--- src/rtl/tmr_pkg.sv ---
package tmr_pkg;

    // Asynchronous initialisation variant chosen at build time
    typedef enum logic [1:0] {
        RK_NONE   = 2'd0,
        RK_CLEAR  = 2'd1,
        RK_PRESET = 2'd2
    } rst_kind_e;

    localparam int unsigned NCOPY = 3;

endpackage

--- src/rtl/tmr_vote.sv ---
module tmr_vote #(
    parameter int unsigned W = 8
) (
    input  logic [W-1:0] a_i,
    input  logic [W-1:0] b_i,
    input  logic [W-1:0] c_i,
    output logic [W-1:0] y_o
);
    // bitwise two-of-three
    for (genvar b = 0; b < W; b++) begin : g_bit
        assign y_o[b] = (a_i[b] & b_i[b]) | (a_i[b] & c_i[b]) | (b_i[b] & c_i[b]);
    end
endmodule

--- src/rtl/tmr_stage.sv ---
module tmr_stage
    import tmr_pkg::*;
#(
    parameter int unsigned W        = 8,
    parameter rst_kind_e   RST_KIND = RK_CLEAR
) (
    input  logic                     clk,
    input  logic                     arst_n,
    input  logic                     tst_on,
    input  logic                     load,
    input  logic [W-1:0]             load_val,
    input  logic [NCOPY-1:0]         inj_copies,
    input  logic [W-1:0]             inj_mask,
    input  logic [NCOPY-1:0]         tst_wr_sel,
    input  logic [W-1:0]             tst_wdata,
    output logic [NCOPY-1:0][W-1:0]  cp_q_o,
    output logic [NCOPY-1:0][W-1:0]  cp_d_o
);
    localparam logic [W-1:0] INIT_VAL = (RST_KIND == RK_PRESET) ? {W{1'b1}} : {W{1'b0}};

    typedef struct packed {
        logic [NCOPY-1:0][W-1:0] cp;
    } stage_t;

    stage_t st_d, st_q;
    logic [W-1:0] vote_w;

    // Hold-loop voter across the three stored copies
    tmr_vote #(.W(W)) u_hold_vote (
        .a_i (st_q.cp[0]),
        .b_i (st_q.cp[1]),
        .c_i (st_q.cp[2]),
        .y_o (vote_w)
    );

    always_comb begin
        st_d = st_q;
        for (int k = 0; k < NCOPY; k++) begin
            logic [W-1:0] nxt;
            // test access removes the vote so each copy keeps its own value
            nxt = tst_on ? st_q.cp[k] : vote_w;
            if (load) nxt = load_val;
            if (inj_copies[k]) nxt = nxt ^ inj_mask;
            if (tst_on && tst_wr_sel[k]) nxt = tst_wdata;
            st_d.cp[k] = nxt;
        end
    end

    if (RST_KIND == RK_NONE) begin : g_plain
        always_ff @(posedge clk) begin
            st_q <= st_d;
        end
    end else begin : g_async
        always_ff @(posedge clk or negedge arst_n) begin
            if (!arst_n) st_q <= {NCOPY{INIT_VAL}};
            else         st_q <= st_d;
        end
    end

    assign cp_q_o = st_q.cp;
    assign cp_d_o = st_d.cp;

    // with no disturbance and no test access, the copies agree after the edge
    p_scrub_converge_r4: assert property (@(posedge clk) disable iff (!arst_n)
        (!tst_on && inj_copies == '0) |=>
        (cp_q_o[0] == cp_q_o[1] && cp_q_o[1] == cp_q_o[2]));

    // with test access off, written data never appears unless loaded or voted
    p_test_locked_r9: assert property (@(posedge clk) disable iff (!arst_n)
        (!tst_on && !load && inj_copies == '0) |=> (cp_q_o[0] == $past(vote_w)));

endmodule

--- src/rtl/tmr_scrub_reg.sv ---
module tmr_scrub_reg
    import tmr_pkg::*;
#(
    parameter int unsigned WIDTH      = 8,
    parameter rst_kind_e   RST_KIND   = RK_CLEAR,
    parameter bit          TEST_ALLOW = 1'b1
) (
    input  logic             clk,
    input  logic             arst_n,
    input  logic             en,
    input  logic [WIDTH-1:0] d,
    output logic [WIDTH-1:0] q,
    output logic             dbl_fault,
    input  logic [2:0]       inj_copies,
    input  logic             inj_slave,
    input  logic [WIDTH-1:0] inj_mask,
    input  logic             test_en,
    input  logic [2:0]       tst_wr_sel,
    input  logic [WIDTH-1:0] tst_wdata,
    input  logic [2:0]       tst_rd_sel,
    output logic [WIDTH-1:0] tst_rdata
);
    typedef struct packed {
        logic dbl;
    } flag_t;

    logic                         tst_on;
    logic [2:0]                   inj_m, inj_s;
    logic [NCOPY-1:0][WIDTH-1:0]  m_q, m_d, s_q, s_d;
    logic [WIDTH-1:0]             m_vote_d;
    flag_t                        fl_d, fl_q;

    assign tst_on = TEST_ALLOW && test_en;
    assign inj_m  = inj_slave ? 3'b000 : inj_copies;
    assign inj_s  = inj_slave ? inj_copies : 3'b000;

    tmr_stage #(.W(WIDTH), .RST_KIND(RST_KIND)) u_master (
        .clk        (clk),
        .arst_n     (arst_n),
        .tst_on     (tst_on),
        .load       (en),
        .load_val   (d),
        .inj_copies (inj_m),
        .inj_mask   (inj_mask),
        .tst_wr_sel (tst_wr_sel),
        .tst_wdata  (tst_wdata),
        .cp_q_o     (m_q),
        .cp_d_o     (m_d)
    );

    // slave stage loads the vote of the master copies' next values
    tmr_vote #(.W(WIDTH)) u_xfer_vote (
        .a_i (m_d[0]),
        .b_i (m_d[1]),
        .c_i (m_d[2]),
        .y_o (m_vote_d)
    );

    tmr_stage #(.W(WIDTH), .RST_KIND(RST_KIND)) u_slave (
        .clk        (clk),
        .arst_n     (arst_n),
        .tst_on     (tst_on),
        .load       (en),
        .load_val   (m_vote_d),
        .inj_copies (inj_s),
        .inj_mask   (inj_mask),
        .tst_wr_sel (tst_wr_sel),
        .tst_wdata  (tst_wdata),
        .cp_q_o     (s_q),
        .cp_d_o     (s_d)
    );

    tmr_vote #(.W(WIDTH)) u_out_vote (
        .a_i (s_q[0]),
        .b_i (s_q[1]),
        .c_i (s_q[2]),
        .y_o (q)
    );

    always_comb begin
        tst_rdata = '0;
        for (int k = 0; k < NCOPY; k++) begin
            if (tst_on && tst_rd_sel[k]) tst_rdata = tst_rdata | s_q[k];
        end
    end

    always_comb begin
        fl_d.dbl = (|inj_mask) && ($countones(inj_copies) >= 2);
    end

    if (RST_KIND == RK_NONE) begin : g_flag_plain
        always_ff @(posedge clk) begin
            fl_q <= fl_d;
        end
    end else begin : g_flag_async
        always_ff @(posedge clk or negedge arst_n) begin
            if (!arst_n) fl_q <= '0;
            else         fl_q <= fl_d;
        end
    end

    assign dbl_fault = fl_q.dbl;

    // capture
    p_capture_r2: assert property (@(posedge clk) disable iff (!arst_n)
        (en && !tst_on && $countones(inj_copies) <= 1) |=> (q == $past(d)));

    // hold
    p_hold_r3: assert property (@(posedge clk) disable iff (!arst_n)
        (!en && !tst_on && $countones(inj_copies) <= 1) |=> $stable(q));

    // double-injection flag
    p_dbl_flag_r5: assert property (@(posedge clk) disable iff (!arst_n)
        ((|inj_mask) && $countones(inj_copies) >= 2) |=> dbl_fault);

    // read port silent outside test mode
    p_rd_quiet_r8: assert property (@(posedge clk) disable iff (!arst_n)
        !test_en |-> (tst_rdata == '0));

    // single slave injection keeps output voted
    p_single_inj_r4: assert property (@(posedge clk) disable iff (!arst_n)
        (inj_slave && $countones(inj_copies) == 1 && !en && !tst_on) |=> (q == $past(q)));

endmodule

--- config.mk ---
export PLATFORM = sky130hd
export DESIGN_NAME = tmr_scrub_reg
export DESIGN_NICKNAME = d
export VERILOG_FILES = /design/src/rtl/tmr_pkg.sv /design/src/rtl/tmr_vote.sv /design/src/rtl/tmr_stage.sv /design/src/rtl/tmr_scrub_reg.sv
export SDC_FILE = /design/constraint.sdc
export NUM_CORES = 1
export LEC_CHECK = 0
export BUFFER_PORTS_ARGS = -buffer_cell sky130_fd_sc_hd__buf_2
export CAP_MARGIN = 20
export CORE_AREA = 2 2 110 112
export CTS_CLUSTER_DIAMETER = 50
export DETAILED_ROUTE_END_ITERATION = 6
export DIE_AREA = 0 0 112 114
export PLACE_DENSITY = 0.57
export SYNTH_ARGS = -nofsm -noshare
export SYNTH_HDL_FRONTEND = slang
export SYNTH_HIERARCHICAL = 1
export SYNTH_SLANG_ARGS = --single-unit
--- constraint.sdc ---
create_clock -name clk -period 2.6 [get_ports clk]
set_input_delay 0.26 -clock clk [delete_from_list [all_inputs] [get_ports clk]]
set_output_delay 0.26 -clock clk [all_outputs]
set_load 0.02 [all_outputs]
==> results, run 1 <==
- The first global-routing pass estimated 23000 um of wire.
- The most critical setup path has its startpoint at u_master/cp_q_o[15]$_DFF_PN0_.
- On the worst path, the slowest cell contributes a delay of 520 ps.
- The wire length on met3 is 783 um.
- The type of the worst setup path is reg2reg.
- Counting cells, the worst reg-to-reg path comes to 8.
- The critical path goes through maj3_2, nor2b_1, or4_1, a31oi_1, maj3_2, nand2b_1, o311ai_0, a31oi_1.
- The clock-pin slew reported for the worst setup and hold paths after clock tree synthesis is 70 ps.
- The highest clock frequency the design can meet is 402 MHz.
- The number of diodes is 0.
- No sink is reached through more buffers than the 2 on the longest clock path.
- The number of buffers created by CTS is 5.
- For this block, the initial DRC count from the detailed router was 350.
- The fraction of synthesized area in multiplexers is 0.
- The region available for standard cell placement spans 11700 um^2.
- The tool flagged a number of max-cap violations equal to 0.
- In this run the most critical hold path is launched from tst_wdata[5].
- The startpoint kind of the worst setup timing path is a flop.
- The die height is 114 um.
- The analysis attributes to cell leakage a power of 0.00174 uW.
- Of the total synthesized cell area, the portion taken by XOR and XNOR cells is 0.
- The number of distinct library cells after synthesis is 22.
- Power spread over the standard cell area amounts to 533 nW/um^2.
- The complex-gate fraction of the synthesized area was 0.226.
- The worst pin sits at a relative slew slack of 0.579.
- The via count is 4713.
- The fraction of layout instances using a drive strength above 1 is 0.206.
- The fraction of the mapped netlist area in adder cells is 0.0818.
- Input and output buffers added on the ports amount to 54.
- The standard cell with the maximum stage delay on the critical path is sky130_fd_sc_hd__or4_1.
- The clock arrives with 6.90 ps of skew.
- The worst flop-to-flop path startpoint is u_master/cp_q_o[15]$_DFF_PN0_.
- The pre-CTS setup slack is 107 ps.
- The half-perimeter wire length after detailed placement is 9850 um.
- The first detailed-routing pass ran for 5 iterations.
- The shortest period the worst path allows is 2480 ps.
- The congestion estimate from routability-driven global placement came to 0.873.
- The maximum fanout along the worst path is 6.
- Relative to the synthesized area, the layout overhead comes to 11.3%.
- CTS saw 49 sinks.
- During synthesis, Yosys emitted a total of 6 warnings.
- Once routing completed, OpenROAD measured the worst setup slack at 115 ps.
- The number of hold-slack violations in the final timing report came to 0.
- The worst flop-to-flop path endpoint is u_slave/cp_q_o[7]$_DFF_PN0_.
- In the final design database the tool counted 636 nets.
- The number of nets handed over by synthesis was 604.
- The synthesized netlist occupies a cell area of 4560 um^2.
- The worst hold path stage count is 3.
- The endpoint of the worst hold path is u_slave/cp_q_o[5]$_DFF_PN0_.
- Setup slack on the worst reg-to-reg path comes out at 120 ps.
- The H-tree depth reported by CTS is 2.
- The floorplan has 40 rows.
- Of the synthesized area, sequential elements account for 0.269.
- Leaving out fill and tap cells, the most frequent cell in the layout is sky130_fd_sc_hd__a31oi_1.
- Entering global routing, the biggest net connects 68 pins.
- The number of top-level pins is 55.
- The total global routing track utilization is 0.224.
- The run finished with clean final reports.
- In this run the mean area of a mapped cell was 8.07 um^2.
- Measured along the x axis, the die boundary spans 112 um.
- For the worst setup path, the data required time is 2810 ps.
- After detailed placement, the total cell area comes to 4810 um^2.
- The final instance area is 5080 um^2.
- The design draws 2710 uW.
- The number of global-route vias before repair came to 4484.
- The final wirelength is 14100 um.
- Once detail routing completed, the nets flagged for antenna violations numbered 0.
- By area, the combinational part of the netlist is dominated by simple AND/OR/NAND/NOR gates.
- The number of storage elements in the synthesis netlist is 49.
- After detailed routing, the wire length on met1 is 6460 um.
- The routed wirelength normalized by instance count is 19.0 um.
- The total of endpoints with negative setup slack in the final report is 0.
- In the layout the commonest cells are sky130_fd_sc_hd__a31oi_1 (81), sky130_fd_sc_hd__buf_2 (54), sky130_fd_sc_hd__nand2_1 (54).
- The critical path data arrival time is 2690 ps.
- Setup repair after global routing could not meet its margin everywhere.
- Dividing the detail-routed via count by the number of cells gives 6.33.
- The cell count after synthesis came out at 565.
- The initial antenna violation count came to 0.
- The top routing layer in use is met4.
- The utilization after layout is 0.434.
- The number of max-slew violations in the final report came to 0.
- The final worst-path cycle share is 0.956.
- The effective utilization at floorplan is 0.389.
- The type of the worst min-delay path is in2reg.
- Of the total synthesized cell area, the portion taken by AND, OR, NAND and NOR gates is 0.349.
- The total overflow left after global routing is 0.
- VDD sags by at most 0.280 mV.
- In this run the post-CTS setup repair buffer count came out at 0.
- The die covers 12800 um^2.
- The worst-case hold slack is 305 ps.
- CTS placed an instance of sky130_fd_sc_hd__clkbuf_16 at the clock tree root.
- For this run, design rule violations remaining after detail routing come to 0.
- At the pin with the least slew margin, the transition time is 632 ps.
- At the later pin of the worst-skew pair, clock insertion delay measures 290 ps.
- The nature of the critical path endpoint is a flop.
- Summed over all nets, wire length on met2 after detailed routing comes to 6760 um.
- The TritonCTS clock tree is done.
-- metrics by stage --
step / setup TNS [ps] / std cells
after floorplan: 0 / 565
after global placement: 0 / 736
after detailed placement: 0 / 736
after CTS: 0 / 744
after global routing: -68.1 / 744
final: 0 / 744
-- layer usage --
metal  up-vias  global-route usage
li1       2261                   -
met1      2266               0.302
met2       177               0.377
met3         9              0.0282
met4         0              0.0675
met5         -                   0
-- cell usage after synthesis --
library cell,number,area share
sky130_fd_sc_hd__nor4_1,2,0.0027
sky130_fd_sc_hd__clkbuf_1,12,0.0099
sky130_fd_sc_hd__a31oi_1,96,0.13
sky130_fd_sc_hd__nand2b_1,16,0.022
sky130_fd_sc_hd__o311ai_0,48,0.092
sky130_fd_sc_hd__nand2_1,54,0.044
sky130_fd_sc_hd__a21oi_1,2,0.0022
sky130_fd_sc_hd__buf_6,16,0.040
sky130_fd_sc_hd__buf_8,2,0.0066
sky130_fd_sc_hd__and2_1,41,0.056
sky130_fd_sc_hd__clkbuf_2,1,0.0011
sky130_fd_sc_hd__buf_1,5,0.0041
sky130_fd_sc_hd__buf_4,6,0.0099
sky130_fd_sc_hd__ha_1,1,0.0027
sky130_fd_sc_hd__buf_2,3,0.0033
sky130_fd_sc_hd__or4_1,48,0.079
sky130_fd_sc_hd__and2_0,16,0.022
sky130_fd_sc_hd__dfrtp_1,49,0.27
sky130_fd_sc_hd__nor2b_1,35,0.048
sky130_fd_sc_hd__maj3_2,32,0.079
sky130_fd_sc_hd__nor2_1,48,0.040
sky130_fd_sc_hd__nand3_1,32,0.035
-- repair_timing --
action | 4_1_cts | 5_1_grt
gates resized for setup | 0 | 23
hold buffers | 1 | 0
hold endpoints to repair | 49 | 0
endpoints found under the setup margin | 0 | 19
-- where the power goes --
group | total [uW] | switching (uW) | internal [uW]
sequential | 992 | 113 | 879
clock | 745 | 297 | 448
combinational | 972 | 563 | 409
-- state kept, by name, summed over array words and instances (netlist names) --
name and flops:
dbl_fault 1, u_master/cp_q_o 24, u_slave/cp_q_o 24
-- worst max-delay path by stage --
stage	endpoint	slack, ps	cells after the start
finish	u_slave/cp_q_o[7]$_DFF_PN0_	120	8
global route	u_slave/cp_q_o[15]$_DFF_PN0_	-40	8
CTS	u_slave/cp_q_o[7]$_DFF_PN0_	100	8
detailed placement	u_slave/cp_q_o[7]$_DFF_PN0_	110	8
global placement	u_slave/cp_q_o[7]$_DFF_PN0_	160	10
floorplan	u_slave/cp_q_o[4]$_DFF_PN0_	420	8
-- layout make-up --
type	count	area [um^2]
Clock buffer	5	125
Clock inverter	2	35.0
Fill cell	1188	6630
Multi-Input combinational cell	471	3090
Sequential cell	49	1230
Tap cell	147	184
Timing Repair Buffer	70	418
-- critical path: cells and delay by family (launching register included) --
family          cells  cell delay (ps)
fa+ha+maj           2              550
compound gates      3              590
simple gates        3              860
flops               1              390
-- kinds of logic after synthesis --
group,count (synthesis)
compound gates,146
flops,49
buf+inv,45
fa+ha+maj,33
simple gates,292
Note: power is estimated with default switching activity, not from simulation.
==> run 2, diff against run 1 <==
GPL_TIMING_DRIVEN = 0   (was default)
==> results, run 2 (synthesis results as in run 1) <==
- The width of the die is 112 um.
- Along the worst path, the maximum fanout reaches 6.
- The worst hold path belongs to the class in2reg.
- In the finished design, the share of the clock period the worst path needs comes to 0.980.
- The first detailed-routing pass ran for 5 iterations.
- The clock tree root driver cell is sky130_fd_sc_hd__clkbuf_16.
- From synthesis to final layout, the design area changed by 15.8%.
- Timing analysis after detailed placement gives a worst setup slack of -165 ps.
- The post-detailed-route via-to-cell ratio is 6.49.
- The initial antenna violation count is 0.
- The standard cell with the maximum stage delay on the critical path is sky130_fd_sc_hd__or4_1.
- The number of gates on the worst path with buffers counted is 8.
- The clock-pin slew reported for the worst setup and hold paths after clock tree synthesis is 80 ps.
- The total global routing track utilization is 0.252.
- The largest stage delay on the critical path is 530 ps.
- Of the cells placed in the final design, the portion with a size suffix greater than 1 is 0.213.
- Measured against its own limit, the worst slew margin works out to 0.605.
- The critical path contains buffers and inverters numbering 0 combined.
- The worst setup path is captured at a flop.
- The total clock sinks is 49.
- The most common library cell in the layout ignoring fill and taps is sky130_fd_sc_hd__a31oi_1.
- The detail route stage leaves a number of antenna-violating nets equal to 0.
- The effective utilization at floorplan is 0.389.
- The worst-case IR drop observed on VDD is 0.273 mV.
- The maximum clock path buffer count is 2.
- The multi-input gate area in the final layout is 3100 um^2.
- The clock latency on the worst-skew pair is 300 ps.
- In the final layout, flip-flops and latches occupy 1230 um^2.
- The die covers 12800 um^2.
- The TritonCTS clock tree is done.
- The routability-driven placement congestion ratio is 0.935.
- For the worst setup path, the data required time is 2810 ps.
- The worst reg2reg path depth is 8.
- Post-CTS timing repair inserted 0 buffers for setup.
- Data on the critical path arrives at its endpoint at 2760 ps.
- Counting the fill cells in the layout gives 1173.
- Summed over all layers, the global routing overflow is 0.
- The slew at the pin with the worst max-slew slack is 593 ps.
- The number of global-route vias before repair is 4788.
- The routed wirelength normalized by instance count is 21.3 um.
- The shortest period the worst path allows is 2550 ps.
- The final wirelength is 16400 um.
- The violation count after the first detailed-route iteration is 349.
- The type of the worst setup path is reg2reg.
- Setup repair after global routing could not meet its margin everywhere.
- The smallest setup slack after layout is 53.1 ps.
- The die is 114 um tall.
- The number of buffers inserted by port buffering is 50.
- The number of max-slew violations in the final report came to 0.
- The total of endpoints with negative setup slack in the final report is 0.
- 55 I/O pins were placed.
- The standard-cell row count is 40.
- The worst hold path stage count is 3.
- Based on the critical path, the design can be clocked at up to 393 MHz.
- Adding up every negative setup slack in the final design gives 0 ps.
- The dominant delay contributor by cell family on the critical path is simple AND/OR/NAND/NOR gates.
- The half-perimeter wire length after detailed placement is 11900 um.
- Traced cell by cell, the critical path runs through maj3_2, nor2b_1, or4_1, a31oi_2, maj3_2, nand2b_1, o311ai_0, a31oi_1.
- The ratio of total power to cell area is 515 nW/um^2.
- The analysis attributes to cell leakage a power of 0.00182 uW.
- In the layout the commonest cells are sky130_fd_sc_hd__a31oi_1 (82), sky130_fd_sc_hd__nand2_1 (54), sky130_fd_sc_hd__buf_2 (53).
- The number of diodes is 0.
- The run finished with clean final reports.
- After detailed routing, the number of remaining DRC violations is 0.
- The max-cap violation count is 0.
- The global-route wire length before repair is 25500 um.
- The startpoint kind of the worst setup timing path is a flop.
- In this design, the critical path's most frequently occurring cell is sky130_fd_sc_hd__maj3_2.
- The via count is 5008.
- The number of hold-slack violations in the final timing report is 0.
- Clock tree synthesis inserted a total of 5 buffers.
- The final clock skew is 5.90 ps.
- The H-tree depth reported by CTS is 2.
- The net count of the finished layout is 663.
- The floorplan step defined a core boundary enclosing 11700 um^2.
- The largest net degree at the start of global routing is 30.
[run 2: worst paths after layout]
path                                               start                            end  slack (ps)
max                        u_master/cp_q_o[12]$_DFF_PN0_   u_slave/cp_q_o[20]$_DFF_PN0_          50
min                                         tst_wdata[5]   u_slave/cp_q_o[21]$_DFF_PN0_         300
max reg2reg                u_master/cp_q_o[12]$_DFF_PN0_   u_slave/cp_q_o[20]$_DFF_PN0_          50
min reg2reg                 u_master/cp_q_o[0]$_DFF_PN0_   u_master/cp_q_o[0]$_DFF_PN0_         730
max in group asynchronous                         arst_n   u_slave/cp_q_o[18]$_DFF_PN0_        1600
min in group asynchronous                         arst_n  u_master/cp_q_o[11]$_DFF_PN0_         460
[run 2: final cells by class]
class	count	share of cell area
clock buffer	5	0.0237
sequential	49	0.232
timing repair buffer	52	0.0531
clock inverter	3	0.00474
buffer	45	0.0642
multi-input combinational	471	0.587
tap	147	0.0348
[run 2: worst reg2reg max path: cells and delay by family (launching register included)]
kind | cells | cell delay, ps
fa+ha+maj | 2 | 560
flops | 1 | 380
simple gates | 3 | 860
compound gates | 3 | 650
[run 2: metal layers]
layer  part of all wire  GRT usage  wire length, um  vias up
li1                   -          -                -     2314
met3              0.084     0.0319             1380       61
met4              0.034      0.110              563        0
met1               0.42      0.337             6860     2341
met2               0.46      0.414             7610      292
met5                  0          0                0        -
[run 2: stage by stage]
stage | total power [uW] | instances | util | instance area (um^2) | hold WS (ps)
detailed placement | 1990 | 763 | 0.428 | 5010 | 260
floorplan | 1660 | 565 | - | 4560 | -35.6
CTS | 2690 | 772 | 0.442 | 5170 | 283
global route | 2880 | 772 | 0.451 | 5280 | 295
global placement | 1970 | 762 | 0.426 | 4990 | 549
finish | 2720 | 772 | 0.451 | 5280 | 296
[run 2: what timing repair did]
action,4_1_cts,5_1_grt
resized for setup,0,20
hold buffers,1,0
endpoints found under the setup margin,0,18
hold endpoints to repair,20,0
[run 2: power by group]
part / switching (uW) / internal, uW
clock: 325 / 365
combinational: 602 / 434
sequential: 113 / 878
==> run 3, diff against run 2 <==
CELL_PAD_IN_SITES_DETAIL_PLACEMENT = 0   (was default)
CELL_PAD_IN_SITES_GLOBAL_PLACEMENT = 1   (was default)
PLACE_DENSITY = 0.73   (was 0.57)
clock period = 2.9 ns   (was 2.6 ns; I/O delays follow)
==> results, run 3 (synthesis results as in run 1) <==
- The flow ran to the end, and the final reports show no timing, DRC or antenna violations.
- In the routed design, unresolved DRC markers number 0.
- Measured against its own limit, the worst slew margin works out to 0.582.
- Walking the worst path, the cells encountered are maj3_2, nor2b_1, or4_1, a31oi_1, maj3_2, nand2b_1, o311ai_0, a31oi_1.
- Across all register-to-register paths, the minimum setup slack is 360 ps.
- After clock tree synthesis, the setup repair step added 0 buffers.
- The clock period could shrink to 2540 ps.
- The half-perimeter wire length after detailed placement is 12000 um.
- The highest clock frequency the design can meet is 394 MHz.
- Leaving out fill and tap cells, the most frequent cell in the layout is sky130_fd_sc_hd__a31oi_1.
- At the end of the flow, the number of nets in the layout was 663.
- The slew at the pin with the worst max-slew slack is 627 ps.
- The number of global-route vias before repair is 5143.
- The critical path data arrival time is 2750 ps.
- VDD sags by at most 0.252 mV.
- The cell count after placement is 763.
- In the global route stage, overall resource usage came out at 0.265.
- The smallest setup slack after layout is 360 ps.
- The antenna violation net count after detailed routing is 0.
- The number of hold-slack violations in the final timing report is 0.
- The final clock skew is 4.46 ps.
- Of the cells placed in the final design, the portion with a size suffix greater than 1 is 0.189.
- The clock tree root driver cell is sky130_fd_sc_hd__clkbuf_16.
- The number of top-level pins is 55.
- The type of the worst min-delay path is in2reg.
- The tightest hold path in the finished design has a slack of 333 ps.
- In this design, the stage delay of the slowest critical-path cell is 520 ps.
- Before CTS, the worst setup slack after placement is 121 ps.
- The nature of the critical path endpoint is a flop.
- The worst register-to-register path ends at u_slave/cp_q_o[3]$_DFF_PN0_.
- The total leakage power is 0.00181 uW.
- The finished layout holds 772 standard cells, fillers aside.
- The worst reg2reg path depth is 8.
- The floorplan has 40 rows.
- The area added between synthesis and finish is 13.3%.
- The first global-routing pass estimated 26800 um of wire.
- The effective utilization at floorplan is 0.389.
- The initial antenna violation count is 0.
- The max-cap violation count is 0.
- The first TritonRoute pass finished after 5 iterations.
- The floorplan step defined a die boundary enclosing 12800 um^2.
- After routing, the total negative slack on setup checks comes to 0 ps.
- The worst hold path stage count is 3.
- The hold path startpoint is tst_wdata[6].
- The worst flop-to-flop path startpoint is u_master/cp_q_o[19]$_DFF_PN0_.
- The worst hold path terminates at u_slave/cp_q_o[14]$_DFF_PN0_.
- The total of endpoints with negative setup slack in the final report is 0.
- The routed wirelength normalized by instance count is 21.9 um.
- The count of fill cells added during filler insertion is 1210.
- The slowest stage of the critical path is the sky130_fd_sc_hd__or4_1 cell.
- No sink is reached through more buffers than the 2 on the longest clock path.
- The required time of the worst setup path is 3110 ps.
- Setup repair after global routing left no endpoint under its margin.
- The number of buffers inserted by port buffering is 50.
- The multi-input combinational cells in the finished layout cover a total of 3000 um^2.
- The number of diodes is 0.
- STA classifies the critical path startpoint as a flop.
- The post-detailed-route via-to-cell ratio is 6.57.
- The total clock sinks is 49.
- The first routing iteration left 360 violations.
- The H-tree depth reported by CTS is 2.
- Along the worst path, the maximum fanout reaches 6.
- The final wirelength is 16900 um.
- The number of max-slew violations in the final report came to 0.
- The area taken by flip-flops and latches is 1230 um^2.
- The final worst-path cycle share is 0.876.
- For this design the ratio of total power to cell area is 463 nW/um^2.
- The TritonCTS clock tree is done.
- Measured along the x axis, the die boundary spans 112 um.
- For this run, the share of the core covered by cells in the final layout is 0.441.
- Buffers inserted during clock tree synthesis total 5.
- By startpoint and endpoint, the worst setup path is classified as reg2reg.
- The via count is 5070.
- In this run the worst setup path begins at u_master/cp_q_o[19]$_DFF_PN0_.
- Clock-pin slew was measured on the worst setup and hold paths at 70 ps.
- The routability-driven placement congestion ratio is 0.897.
- The region available for standard cell placement spans 11700 um^2.
- Global routing finished with a remaining overflow of 0.
- Leaving out fill and tap cells, the most frequent cells in the layout are sky130_fd_sc_hd__a31oi_1 (96), sky130_fd_sc_hd__nand2_1 (54), sky130_fd_sc_hd__buf_2 (53).
- The clock latency on the worst-skew pair is 290 ps.
- The die height is 114 um.
- The largest net degree at the start of global routing is 38.
[run 3: cell count changes in the layout (fill, tap and decap cells not counted)]
cell                         before  now
sky130_fd_sc_hd__clkbuf_1        12   13
sky130_fd_sc_hd__clkinv_2         0    1
sky130_fd_sc_hd__o311ai_1         4    0
sky130_fd_sc_hd__inv_6            2    1
sky130_fd_sc_hd__clkinvlp_4       1    0
sky130_fd_sc_hd__a31oi_2         12    0
sky130_fd_sc_hd__a31oi_4          2    0
sky130_fd_sc_hd__a31oi_1         82   96
sky130_fd_sc_hd__o311ai_0        44   48
[run 3: how the worst max path moves through the flow]
stage                                               to  slack, ps  depth (start not counted)
after detailed placement  u_slave/cp_q_o[20]$_DFF_PN0_        120                         10
after CTS                 u_slave/cp_q_o[19]$_DFF_PN0_        380                          8
final                      u_slave/cp_q_o[3]$_DFF_PN0_        360                          8
after global placement    u_slave/cp_q_o[20]$_DFF_PN0_        190                         10
after global routing       u_slave/cp_q_o[2]$_DFF_PN0_        230                         10
after floorplan            u_slave/cp_q_o[4]$_DFF_PN0_        720                          8
[run 3: area by class of cell]
| cell class | instances | area share |
|---|---|---|
| plain buffers | 45 | 0.0656 |
| clock buffers | 6 | 0.0249 |
| clock inverters | 2 | 0.00266 |
| multi-input cells | 471 | 0.580 |
| flip-flops and latches | 49 | 0.237 |
| well taps | 147 | 0.0356 |
| repair buffers | 52 | 0.0542 |
[run 3: what timing repair did]
| item | CTS | global route |
|---|---|---|
| gates resized for setup | 0 | 0 |
| hold buffers | 1 | 0 |
| hold endpoints to repair | 12 | 0 |
[run 3: per-stage QoR]
| step | cell area (um^2) | power (uW) |
|---|---|---|
| floorplan | 4560 | 1480 |
| finish | 5170 | 2390 |
| global route | 5170 | 2530 |
| detailed placement | 5010 | 1800 |
| global placement | 4990 | 1770 |
| CTS | 5170 | 2390 |
[run 3: layer usage]
metal	wire (um)	vias to the layer above	global-route usage
li1	-	2307	-
met1	6920	2367	0.350
met2	7610	326	0.420
met3	1700	70	0.0383
met4	695	0	0.142
met5	0	-	0
[run 3: critical path, delay by kind of cell, from the launching register on]
kind	cells	cell delay, ps
flip-flops	1	390
AND/OR/NAND/NOR	3	850
adder cells (fa/ha/maj)	2	600
AO/OA/AOI/OAI	3	630
[run 3: report_power, final]
part / internal (uW) / leakage [uW] / switching [uW] / total, uW
Combinational: 376 / 0.00118 / 529 / 905
Clock: 323 / 0.0000712 / 271 / 594
Sequential: 788 / 0.000554 / 107 / 894
Total: 1490 / 0.00181 / 907 / 2390
